<file path="config.mk">
export PLATFORM = sky130hd
export DESIGN_NAME = i2c_slv_ctl
export DESIGN_NICKNAME = d
export VERILOG_FILES = /design/src/rtl/i2c_slv_pkg.sv /design/src/rtl/i2c_slv_line_sync.sv /design/src/rtl/i2c_slv_engine.sv /design/src/rtl/i2c_slv_regs.sv /design/src/rtl/i2c_slv_ctl.sv
export SDC_FILE = /design/constraint.sdc
export NUM_CORES = 1
export LEC_CHECK = 0
export BUFFER_PORTS_ARGS = -buffer_cell sky130_fd_sc_hd__buf_2
export CAP_MARGIN = 20
export CORE_ASPECT_RATIO = 1.25
export CORE_UTILIZATION = 50
export CTS_BUF_LIST = sky130_fd_sc_hd__clkbuf_4 sky130_fd_sc_hd__clkbuf_8 sky130_fd_sc_hd__clkbuf_16
export CTS_CLUSTER_SIZE = 10
export DETAILED_ROUTE_END_ITERATION = 10
export HOLD_SLACK_MARGIN = 0.05
export MAX_ROUTING_LAYER = met4
export PLACE_DENSITY_LB_ADDON = 0.25
export SYNTH_ARGS = -nofsm -noshare
export SYNTH_HDL_FRONTEND = slang
export SYNTH_SLANG_ARGS = --single-unit
</file>
<file path="constraint.sdc">
create_clock -name clk -period 4.6 [get_ports clk]
set_clock_uncertainty 0.15 [all_clocks]
set_input_delay 0.69 -clock clk [delete_from_list [all_inputs] [get_ports clk]]
set_output_delay 0.69 -clock clk [all_outputs]
set_load 0.01 [all_outputs]
</file>
<file path="src/rtl/i2c_slv_pkg.sv">
package i2c_slv_pkg;
  localparam int BYTE_W = 8;
  localparam int REG_W  = 16;
  localparam int IDX_W  = 2;

  localparam logic [IDX_W-1:0] IDX_OWN  = 2'd0;
  localparam logic [IDX_W-1:0] IDX_TXC  = 2'd1;
  localparam logic [IDX_W-1:0] IDX_STAT = 2'd2;
  localparam logic [IDX_W-1:0] IDX_IRQ  = 2'd3;

  typedef enum logic [2:0] {
    ST_IDLE,
    ST_ADDR,
    ST_ADDR_ACK,
    ST_RX,
    ST_RX_ACK,
    ST_TX,
    ST_TX_ACK
  } bus_state_t;

  typedef struct packed {
    logic              stop_req;
    logic              start_req;
    logic              ack_off;
    logic [BYTE_W-1:0] data;
  } txc_t;
endpackage

</file>
<file path="src/rtl/i2c_slv_line_sync.sv">
module i2c_slv_line_sync #(
  parameter int SYNC_STAGES = 2
) (
  input  logic clk,
  input  logic rst,
  input  logic scl_i,
  input  logic sda_i,
  output logic scl_s,
  output logic sda_s,
  output logic scl_rise,
  output logic scl_fall,
  output logic start_det,
  output logic stop_det
);
  logic [SYNC_STAGES-1:0] scl_pipe;
  logic [SYNC_STAGES-1:0] sda_pipe;
  logic scl_q;
  logic sda_q;

  always_ff @(posedge clk) begin
    if (rst) begin
      scl_pipe <= '1;
      sda_pipe <= '1;
      scl_q    <= 1'b1;
      sda_q    <= 1'b1;
    end else begin
      scl_pipe <= {scl_pipe[SYNC_STAGES-2:0], scl_i};
      sda_pipe <= {sda_pipe[SYNC_STAGES-2:0], sda_i};
      scl_q    <= scl_pipe[SYNC_STAGES-1];
      sda_q    <= sda_pipe[SYNC_STAGES-1];
    end
  end

  assign scl_s     = scl_pipe[SYNC_STAGES-1];
  assign sda_s     = sda_pipe[SYNC_STAGES-1];
  assign scl_rise  = scl_s & ~scl_q;
  assign scl_fall  = ~scl_s & scl_q;
  assign start_det = scl_s & scl_q & sda_q & ~sda_s;
  assign stop_det  = scl_s & scl_q & ~sda_q & sda_s;
endmodule

</file>
<file path="src/rtl/i2c_slv_engine.sv">
module i2c_slv_engine
  import i2c_slv_pkg::*;
#(
  parameter int DW = BYTE_W
) (
  input  logic                      clk,
  input  logic                      rst,
  input  logic                      sda_s,
  input  logic                      scl_rise,
  input  logic                      scl_fall,
  input  logic                      start_det,
  input  logic                      stop_det,
  input  logic [DW-2:0]             own_addr,
  input  logic [DW-1:0]             tx_byte,
  input  logic                      ack_off,
  output logic                      sda_oe,
  output logic                      addressed,
  output logic                      tx_mode,
  output logic                      nack_seen,
  output logic [DW-1:0]             rx_byte,
  output logic                      irq_evt,
  output logic [$clog2(DW+1)-1:0]   bit_cnt
);
  localparam int CNT_W = $clog2(DW+1);
  localparam logic [CNT_W-1:0] CNT_FULL = CNT_W'(DW);
  localparam logic [CNT_W-1:0] CNT_LAST = CNT_W'(DW-1);

  bus_state_t    state;
  logic [DW-1:0] shreg;
  logic          rw_q;

  always_ff @(posedge clk) begin
    irq_evt <= 1'b0;
    if (rst) begin
      state     <= ST_IDLE;
      bit_cnt   <= '0;
      shreg     <= '0;
      sda_oe    <= 1'b0;
      addressed <= 1'b0;
      tx_mode   <= 1'b0;
      nack_seen <= 1'b0;
      rx_byte   <= '0;
      rw_q      <= 1'b0;
    end else if (stop_det) begin
      state     <= ST_IDLE;
      bit_cnt   <= '0;
      sda_oe    <= 1'b0;
      addressed <= 1'b0;
      tx_mode   <= 1'b0;
    end else if (start_det) begin
      state     <= ST_ADDR;
      bit_cnt   <= '0;
      sda_oe    <= 1'b0;
      addressed <= 1'b0;
      tx_mode   <= 1'b0;
      nack_seen <= 1'b0;
    end else begin
      unique case (state)
        ST_ADDR: begin
          if (scl_rise) begin
            shreg   <= {shreg[DW-2:0], sda_s};
            bit_cnt <= bit_cnt + 1'b1;
          end else if (scl_fall && bit_cnt == CNT_FULL) begin
            bit_cnt <= '0;
            if (shreg[DW-1:1] == own_addr) begin
              addressed <= 1'b1;
              rw_q      <= shreg[0];
              irq_evt   <= 1'b1;
              sda_oe    <= ~ack_off;
              state     <= ST_ADDR_ACK;
            end else begin
              state <= ST_IDLE;
            end
          end
        end
        ST_ADDR_ACK: begin
          if (scl_fall) begin
            if (rw_q) begin
              tx_mode <= 1'b1;
              shreg   <= tx_byte;
              sda_oe  <= ~tx_byte[DW-1];
              state   <= ST_TX;
            end else begin
              sda_oe <= 1'b0;
              state  <= ST_RX;
            end
          end
        end
        ST_TX: begin
          if (scl_fall) begin
            if (bit_cnt == CNT_LAST) begin
              bit_cnt <= '0;
              sda_oe  <= 1'b0;
              state   <= ST_TX_ACK;
            end else begin
              bit_cnt <= bit_cnt + 1'b1;
              shreg   <= {shreg[DW-2:0], 1'b0};
              sda_oe  <= ~shreg[DW-2];
            end
          end
        end
        ST_TX_ACK: begin
          if (scl_rise) begin
            nack_seen <= sda_s;
            if (!sda_s) irq_evt <= 1'b1;
          end else if (scl_fall) begin
            if (nack_seen) begin
              tx_mode <= 1'b0;
              state   <= ST_IDLE;
            end else begin
              shreg  <= tx_byte;
              sda_oe <= ~tx_byte[DW-1];
              state  <= ST_TX;
            end
          end
        end
        ST_RX: begin
          if (scl_rise) begin
            shreg   <= {shreg[DW-2:0], sda_s};
            bit_cnt <= bit_cnt + 1'b1;
          end else if (scl_fall && bit_cnt == CNT_FULL) begin
            bit_cnt <= '0;
            rx_byte <= shreg;
            sda_oe  <= ~ack_off;
            state   <= ST_RX_ACK;
          end
        end
        ST_RX_ACK: begin
          if (scl_fall) begin
            sda_oe <= 1'b0;
            state  <= ST_RX;
          end
        end
        default: begin
          state <= ST_IDLE;
        end
      endcase
    end
  end
endmodule

</file>
<file path="src/rtl/i2c_slv_regs.sv">
module i2c_slv_regs
  import i2c_slv_pkg::*;
(
  input  logic              clk,
  input  logic              rst,
  input  logic              wr_en,
  input  logic [IDX_W-1:0]  wr_addr,
  input  logic [REG_W-1:0]  wr_data,
  input  logic [IDX_W-1:0]  rd_addr,
  output logic [REG_W-1:0]  rd_data,
  input  logic              addressed,
  input  logic              tx_mode,
  input  logic              nack_seen,
  input  logic [BYTE_W-1:0] rx_byte,
  input  logic              irq_evt,
  output logic [BYTE_W-2:0] own_addr,
  output logic [BYTE_W-1:0] tx_byte,
  output logic              ack_off,
  output logic              irq_en,
  output logic              irq_pend,
  output logic              irq
);
  txc_t txc;
  logic unused_wr_bits;

  assign unused_wr_bits = ^{wr_data[REG_W-1:BYTE_W+3], wr_data[BYTE_W-1]};
  assign tx_byte = txc.data;
  assign ack_off = txc.ack_off;

  always_ff @(posedge clk) begin
    if (rst) begin
      own_addr <= '0;
      txc      <= '0;
      irq_en   <= 1'b0;
    end else if (wr_en) begin
      unique case (wr_addr)
        IDX_OWN: own_addr <= wr_data[BYTE_W-2:0];
        IDX_TXC: txc      <= wr_data[BYTE_W+2:0];
        IDX_IRQ: irq_en   <= wr_data[BYTE_W];
        default: ;
      endcase
    end
  end

  always_ff @(posedge clk) begin
    if (rst) begin
      irq_pend <= 1'b0;
    end else if (irq_evt) begin
      irq_pend <= 1'b1;
    end else if (wr_en && wr_addr == IDX_IRQ) begin
      irq_pend <= 1'b0;
    end
  end

  always_ff @(posedge clk) begin
    if (rst) irq <= 1'b0;
    else     irq <= irq_pend & irq_en;
  end

  always_ff @(posedge clk) begin
    if (rst) begin
      rd_data <= '0;
    end else begin
      unique case (rd_addr)
        IDX_OWN:  rd_data <= REG_W'(own_addr);
        IDX_TXC:  rd_data <= REG_W'(txc);
        IDX_STAT: rd_data <= {rx_byte, 5'b0, nack_seen, tx_mode, addressed};
        default:  rd_data <= {7'b0, irq_en, 7'b0, irq_pend};
      endcase
    end
  end
endmodule

</file>
<file path="src/rtl/i2c_slv_ctl.sv">
module i2c_slv_ctl
  import i2c_slv_pkg::*;
#(
  parameter int SYNC_STAGES = 2
) (
  input  logic             clk,
  input  logic             rst,
  input  logic             reg_wr_en,
  input  logic [IDX_W-1:0] reg_wr_addr,
  input  logic [REG_W-1:0] reg_wr_data,
  input  logic [IDX_W-1:0] reg_rd_addr,
  output logic [REG_W-1:0] reg_rd_data,
  input  logic             scl_in,
  input  logic             sda_in,
  output logic             sda_pull_low,
  output logic             irq
);
  localparam int CNT_W = $clog2(BYTE_W+1);

  logic scl_s, sda_s, scl_rise, scl_fall, start_det, stop_det;
  logic [BYTE_W-2:0] own_addr;
  logic [BYTE_W-1:0] tx_byte, rx_byte;
  logic ack_off, addressed, tx_mode, nack_seen, irq_evt, irq_en, irq_pend;
  logic [CNT_W-1:0] bit_cnt;
  logic unused_scl_level;

  assign unused_scl_level = scl_s ^ (^bit_cnt);

  i2c_slv_line_sync #(.SYNC_STAGES(SYNC_STAGES)) u_sync (
    .clk(clk), .rst(rst), .scl_i(scl_in), .sda_i(sda_in),
    .scl_s(scl_s), .sda_s(sda_s), .scl_rise(scl_rise), .scl_fall(scl_fall),
    .start_det(start_det), .stop_det(stop_det)
  );

  i2c_slv_engine #(.DW(BYTE_W)) u_eng (
    .clk(clk), .rst(rst), .sda_s(sda_s), .scl_rise(scl_rise), .scl_fall(scl_fall),
    .start_det(start_det), .stop_det(stop_det), .own_addr(own_addr),
    .tx_byte(tx_byte), .ack_off(ack_off), .sda_oe(sda_pull_low),
    .addressed(addressed), .tx_mode(tx_mode), .nack_seen(nack_seen),
    .rx_byte(rx_byte), .irq_evt(irq_evt), .bit_cnt(bit_cnt)
  );

  i2c_slv_regs u_regs (
    .clk(clk), .rst(rst), .wr_en(reg_wr_en), .wr_addr(reg_wr_addr),
    .wr_data(reg_wr_data), .rd_addr(reg_rd_addr), .rd_data(reg_rd_data),
    .addressed(addressed), .tx_mode(tx_mode), .nack_seen(nack_seen),
    .rx_byte(rx_byte), .irq_evt(irq_evt), .own_addr(own_addr),
    .tx_byte(tx_byte), .ack_off(ack_off), .irq_en(irq_en),
    .irq_pend(irq_pend), .irq(irq)
  );
endmodule

</file>
==> results of run 1 <==
## sequential cells by signal, summed over array words and instances (netlist names), 2 cells and up
register,flops
u_eng.bit_cnt,4
u_sync.sda_pipe,2
u_regs.tx_byte,8
u_regs.own_addr,7
u_regs.txc,2
u_eng.state,3
u_regs.rd_data,16
u_sync.scl_pipe,2
u_eng.rx_byte,8
u_eng.shreg,8
## metrics by stage
stage	util	area (um2)	std cells	power [mW]
after floorplan	-	3140	336	1.04
after global placement	0.567	3360	438	1.10
after detailed placement	0.567	3360	438	1.11
after CTS	0.607	3600	454	1.71
after global routing	0.607	3600	454	1.78
final	0.607	3600	454	1.70
## cell type report
| type | instances | area, um2 | area share |
|---|---|---|---|
| timing repair buffer | 39 | 200 | 0.0556 |
| clock buffer | 9 | 124 | 0.0344 |
| tap | 82 | 103 | 0.0285 |
| multi-input combinational | 239 | 1600 | 0.443 |
| clock inverter | 7 | 118 | 0.0326 |
| sequential | 72 | 1440 | 0.400 |
| inverter | 6 | 22.5 | 0.00625 |
## cells in the mapped netlist, types with 3 or more instances
library cell,count,share of area
dfxtp_1,72,0.46
nor2_1,47,0.056
nand2_1,34,0.041
mux2i_1,32,0.10
a21oi_1,19,0.030
clkbuf_1,12,0.014
xor2_1,10,0.028
a211oi_1,9,0.021
or2_2,9,0.018
nor2b_1,7,0.014
nor3_1,7,0.011
inv_1,6,0.0072
nand3_1,6,0.0096
and2_1,5,0.0099
a22oi_1,4,0.0096
nand2b_1,4,0.0080
nor3b_1,4,0.0096
buf_1,3,0.0036
## power breakdown
part	switching, mW	internal, mW	leakage [nW]
Clock	0.242	0.361	0.124
Sequential	0.0778	0.666	0.584
Combinational	0.191	0.165	0.803
Total	0.510	1.19	1.51
## cells by family after synthesis
kind of cell / after synthesis / synth area share
buffers and inverters: 25 / 0.0342
flip-flops: 72 / 0.458
AND/OR/NAND/NOR: 137 / 0.220
XOR/XNOR: 12 / 0.0334
AO/OA/AOI/OAI: 54 / 0.134
adder cells (fa/ha/maj): 2 / 0.00796
multiplexers: 34 / 0.113
## layer usage
metal / track usage / vias up / share of wire
met4: 0.0768 / 0 / 0.017
li1: - / 1227 / -
met3: 0.0592 / 10 / 0.029
met5: - / - / 0
met2: 0.357 / 33 / 0.50
met1: 0.262 / 1126 / 0.46
## placed cells by master, fill, tap and decap left out, types with 3 or more instances in the layout
master	Yosys	final
dfxtp_1	72	72
nor2_1	47	47
buf_2	2	37
nand2_1	34	34
mux2i_1	32	32
a21oi_1	19	19
xor2_1	10	10
or2_2	9	9
a211oi_1	9	9
clkbuf_8	0	9
nor2b_1	7	7
nor3_1	7	7
inv_1	6	6
nand3_1	6	6
and2_1	5	5
nor3b_1	4	4
nand2b_1	4	4
a22oi_1	4	4
bufinv_16	0	3
## path summary, 6_finish.rpt
check / to / cells after the start
max: u_eng.shreg[3] / 5
min: u_sync.scl_pipe[1] / 1
max reg2reg: u_eng.shreg[3] / 5
min reg2reg: u_sync.scl_pipe[1] / 1
==> flow_summary.json, run 1 <==
{
  "drc": 0,
  "fp.dieArea_um2": 6610,
  "cts_made_buffers": 9,
  "vias": 2396,
  "reg2reg_from": "u_eng.state[2]",
  "clk_pin_slew_ps": 80,
  "synthCells": 336,
  "slowest_delay_ps": 740,
  "syn_area_um2": 3140,
  "hp-start": "u_sync.scl_pipe[0]",
  "grt_pass1_wl_um": 10800,
  "hold_buffers": 0,
  "worst-endpoint-arrival_ps": 2680,
  "grt_pass1_vias": 2288,
  "cts_sinks": 72,
  "io_buffers": 37,
  "drive_gt1_frac": 0.204,
  "synth_cell_type_count": 51,
  "yosysWarnings": 0,
  "p_leak_nw": 1.51,
  "min_period_over_period": 0.563,
  "crit_buf_inv": 0,
  "route.antenna.remaining_nets": 0,
  "clk_path_buf_depth": 2,
  "relSlewSlack": 0.311,
  "cts_resized": 0,
  "slew_viol_final": 0,
  "wire_per_inst_um": 14.2,
  "critPathTopFamily": "simple AND/OR/NAND/NOR gates",
  "synth_flop_cell": "dfxtp_1",
  "hold_viol": 0,
  "crit_chain": "nand2b_1, o221a_1, nor4_4, nor2_1, a211oi_1",
  "setup_viol": 0,
  "timing.hold.ws_ps": 267,
  "maxClockFrequency_mhz": 386,
  "ff2ff_setup_slack_ps": 2010,
  "startpoint": "u_eng.state[2]",
  "nFillCells": 534,
  "peakVddDrop_v": 0.000328,
  "slowest_stage": "dfxtp_1",
  "start_kind": "register",
  "grt_max_degree": 61,
  "gp_congestion": 0.841,
  "final_nets": 394,
  "outcome": "completed",
  "root_buffer": "clkbuf_8",
  "core_um2": 5930,
  "end_kind": "register",
  "ioPinCount": 43,
  "htree_levels": 3,
  "routed_wl_um": 6450,
  "grt_use_total": 0.221,
  "required_ps": 4700,
  "rows": 31,
  "worst_slack_ps": 2010,
  "yosysSeqAreaShare": 0.458,
  "rsz0062_at_grt": "no",
  "clock_latency_ps": 340,
  "place_ws_ps": 2080,
  "areaGrowthSynthToFinish_pct": 14.6,
  "power.density_nw_per_um2": 472,
  "antennaDiodeCount": 0,
  "start_util": 0.530,
  "path_class": "register to register",
  "critPathMaxFanout": 19,
  "firstDrtPassIters": 4,
  "ys_ff_latch": 72,
  "hp-class": "register to register",
  "async_flop_share": 0,
  "drv_cap": 0,
  "post-dp-hpwl_um": 4500,
  "routed_via_density": 5.28,
  "avgSynthCellArea_um2": 9.36,
  "die_h_um": 90.7,
  "gr-total-overflow": 0,
  "cts_tree": "built",
  "synth_nets": 363,
  "period_minus_slack_ps": 2590,
  "antenna_found_initial": 0,
  "timing.setup.tns_ps": 0,
  "worst_pin_slew_ps": 1030,
  "cts_setup_buffers": 0,
  "drt_iter0_drc": 162,
  "die_w_um": 72.9,
  "synth_edf_count": 0
}
(Power assumes the default switching activity.)
==> run 2: changes to the inputs <==
Clock period 4.6 ns to 2.3 ns, I/O delays scaled along.
==> run 2 against run 1 <==
Final cell count rose by 2.2%. Maximum frequency is 24% higher. Clock power rose by 59%. Die area stayed put. Sequential share of layout area decreased by 0.40 points. Global-route usage increased by 0.59 points. Power rose by 88%. Non-clock buffer count grew 10. Via count increased by 2.2%. Critical endpoint is now u_eng.state[0]. Largest power group unchanged. Highest routed layer unchanged.
==> flow_summary.json, run 2 (synthesized netlist as in run 1, its figures left out) <==
{
  "outcome": "completed",
  "io_buffers": 37,
  "vias": 2448,
  "post-dp-hpwl_um": 4710,
  "clk_pin_slew_ps": 80,
  "grt_max_degree": 27,
  "final_common_cell": "dfxtp_1",
  "wire_per_inst_um": 14.1,
  "place_ws_ps": 191,
  "die_h_um": 90.7,
  "grt_pass1_wl_um": 11000,
  "final_cell_mix": "dfxtp_1 (72), nor2_1 (47), buf_2 (37)",
  "timing.setup.tns_ps": 0,
  "start_util": 0.530,
  "start_kind": "register",
  "slew_viol_final": 0,
  "cts_tree": "built",
  "hold_viol": 0,
  "gr-total-overflow": 0,
  "worst_pin_slew_ps": 494,
  "worst-endpoint-arrival_ps": 2170,
  "route.antenna.remaining_nets": 0,
  "drv_cap": 0,
  "peakVddDrop_v": 0.000563,
  "drt_iter0_drc": 117,
  "die_w_um": 72.9,
  "routed_wl_um": 6530,
  "rows": 31,
  "areaGrowthSynthToFinish_pct": 15.8,
  "setup_viol": 0,
  "period_minus_slack_ps": 2090,
  "cts_sinks": 72,
  "relSlewSlack": 0.668,
  "grt_pass1_vias": 2378,
  "required_ps": 2390,
  "cts_made_buffers": 9,
  "drc": 0,
  "regArea_um2": 1440,
  "firstDrtPassIters": 5,
  "end_kind": "register",
  "slowest_stage": "a2111oi_4",
  "path_class": "register to register",
  "power.density_nw_per_um2": 877,
  "clk_path_buf_depth": 2,
  "power_mw": 3.19,
  "p_leak_nw": 1.54,
  "ioPinCount": 43,
  "grt_use_total": 0.227,
  "nFillCells": 509,
  "clock_latency_ps": 350,
  "gp_congestion": 0.926,
  "final_nets": 404,
  "routed_via_density": 5.28,
  "regMostFlops": "u_regs.rd_data",
  "hp-class": "input port to register",
  "antennaDiodeCount": 0,
  "htree_levels": 3,
  "maxClockFrequency_mhz": 479,
  "fp.dieArea_um2": 6610,
  "multiInputGateArea_um2": 1600,
  "antenna_found_initial": 0,
  "root_buffer": "clkbuf_8",
  "fin_util": 0.613,
  "min_period_over_period": 0.907,
  "slowest_delay_ps": 490,
  "core_um2": 5930,
  "drive_gt1_frac": 0.220,
  "critPathMaxFanout": 6,
  "largest_register_ff_count": 16,
  "worst_slack_ps": 214,
  "crit_chain": "inv_1, ha_1, nand2_1, o31a_1, a2111oi_4, o221ai_1, o311a_1",
  "rsz0062_at_grt": "no",
  "timing.hold.ws_ps": 71.7
}
-- run 2: changes by cell type in the layout (fill, tap and decap cells not counted), sizes merged --
cell | previous run | this run
clkinvlp | 0 | 1
buf | 39 | 47
bufinv | 3 | 0
dlygate4sd3 | 0 | 2
inv | 7 | 6
clkinv | 3 | 2
clkbuf | 9 | 13
-- run 2: metrics by stage --
stage | area, um2 | instances
after floorplan | 3140 | 336
after global placement | 3420 | 446
after detailed placement | 3420 | 446
after CTS | 3640 | 464
after global routing | 3640 | 464
final | 3640 | 464
-- run 2: power breakdown --
part	internal [mW]	leakage (nW)	switching [mW]	total, mW
combinational	0.363	0.852	0.436	0.799
clock	0.496	0.0993	0.465	0.961
sequential	1.33	0.584	0.0996	1.43
total	2.19	1.54	1.00	3.19
-- run 2: what timing repair did --
item	4_1_cts	5_1_grt
gates resized for setup	0	0
endpoints found under the hold margin	2	0
buffers inserted	0	0
hold buffers	2	0
-- run 2: layout make-up --
cell class,count,area share
well taps,82,0.0282
clock buffers,13,0.0474
repair buffers,49,0.0770
inverters,6,0.00619
multi-input cells,239,0.438
clock inverters,3,0.00688
flip-flops and latches,72,0.396
-- run 2: path summary, 6_finish.rpt --
| path | slack [ps] | to | depth (start not counted) | startpoint |
|---|---|---|---|---|
| hold reg to reg | 270 | u_sync.sda_pipe[1] | 1 | u_sync.sda_pipe[0] |
| setup / recovery | 210 | u_eng.state[0] | 7 | u_eng.bit_cnt[0] |
| hold / removal | 70 | u_regs.tx_byte[7] | 3 | reg_wr_data[7] |
| setup reg to reg | 210 | u_eng.state[0] | 7 | u_eng.bit_cnt[0] |
-- run 2: metal layers --
layer / up-vias / global-route usage / wire (um)
met3: 11 / 0.0580 / 182
met1: 1137 / 0.253 / 2920
li1: 1255 / - / -
met4: 0 / 0.0980 / 135
met2: 45 / 0.376 / 3290
met5: - / - / 0
-- run 2: worst max-delay path: cells and delay by family, from the launching register on --
kind,cells,cell delay (ps)
AO/OA/AOI/OAI,4,1160
flip-flops,1,320
adder cells (fa/ha/maj),1,150
buffers and inverters,1,100
AND/OR/NAND/NOR,1,80
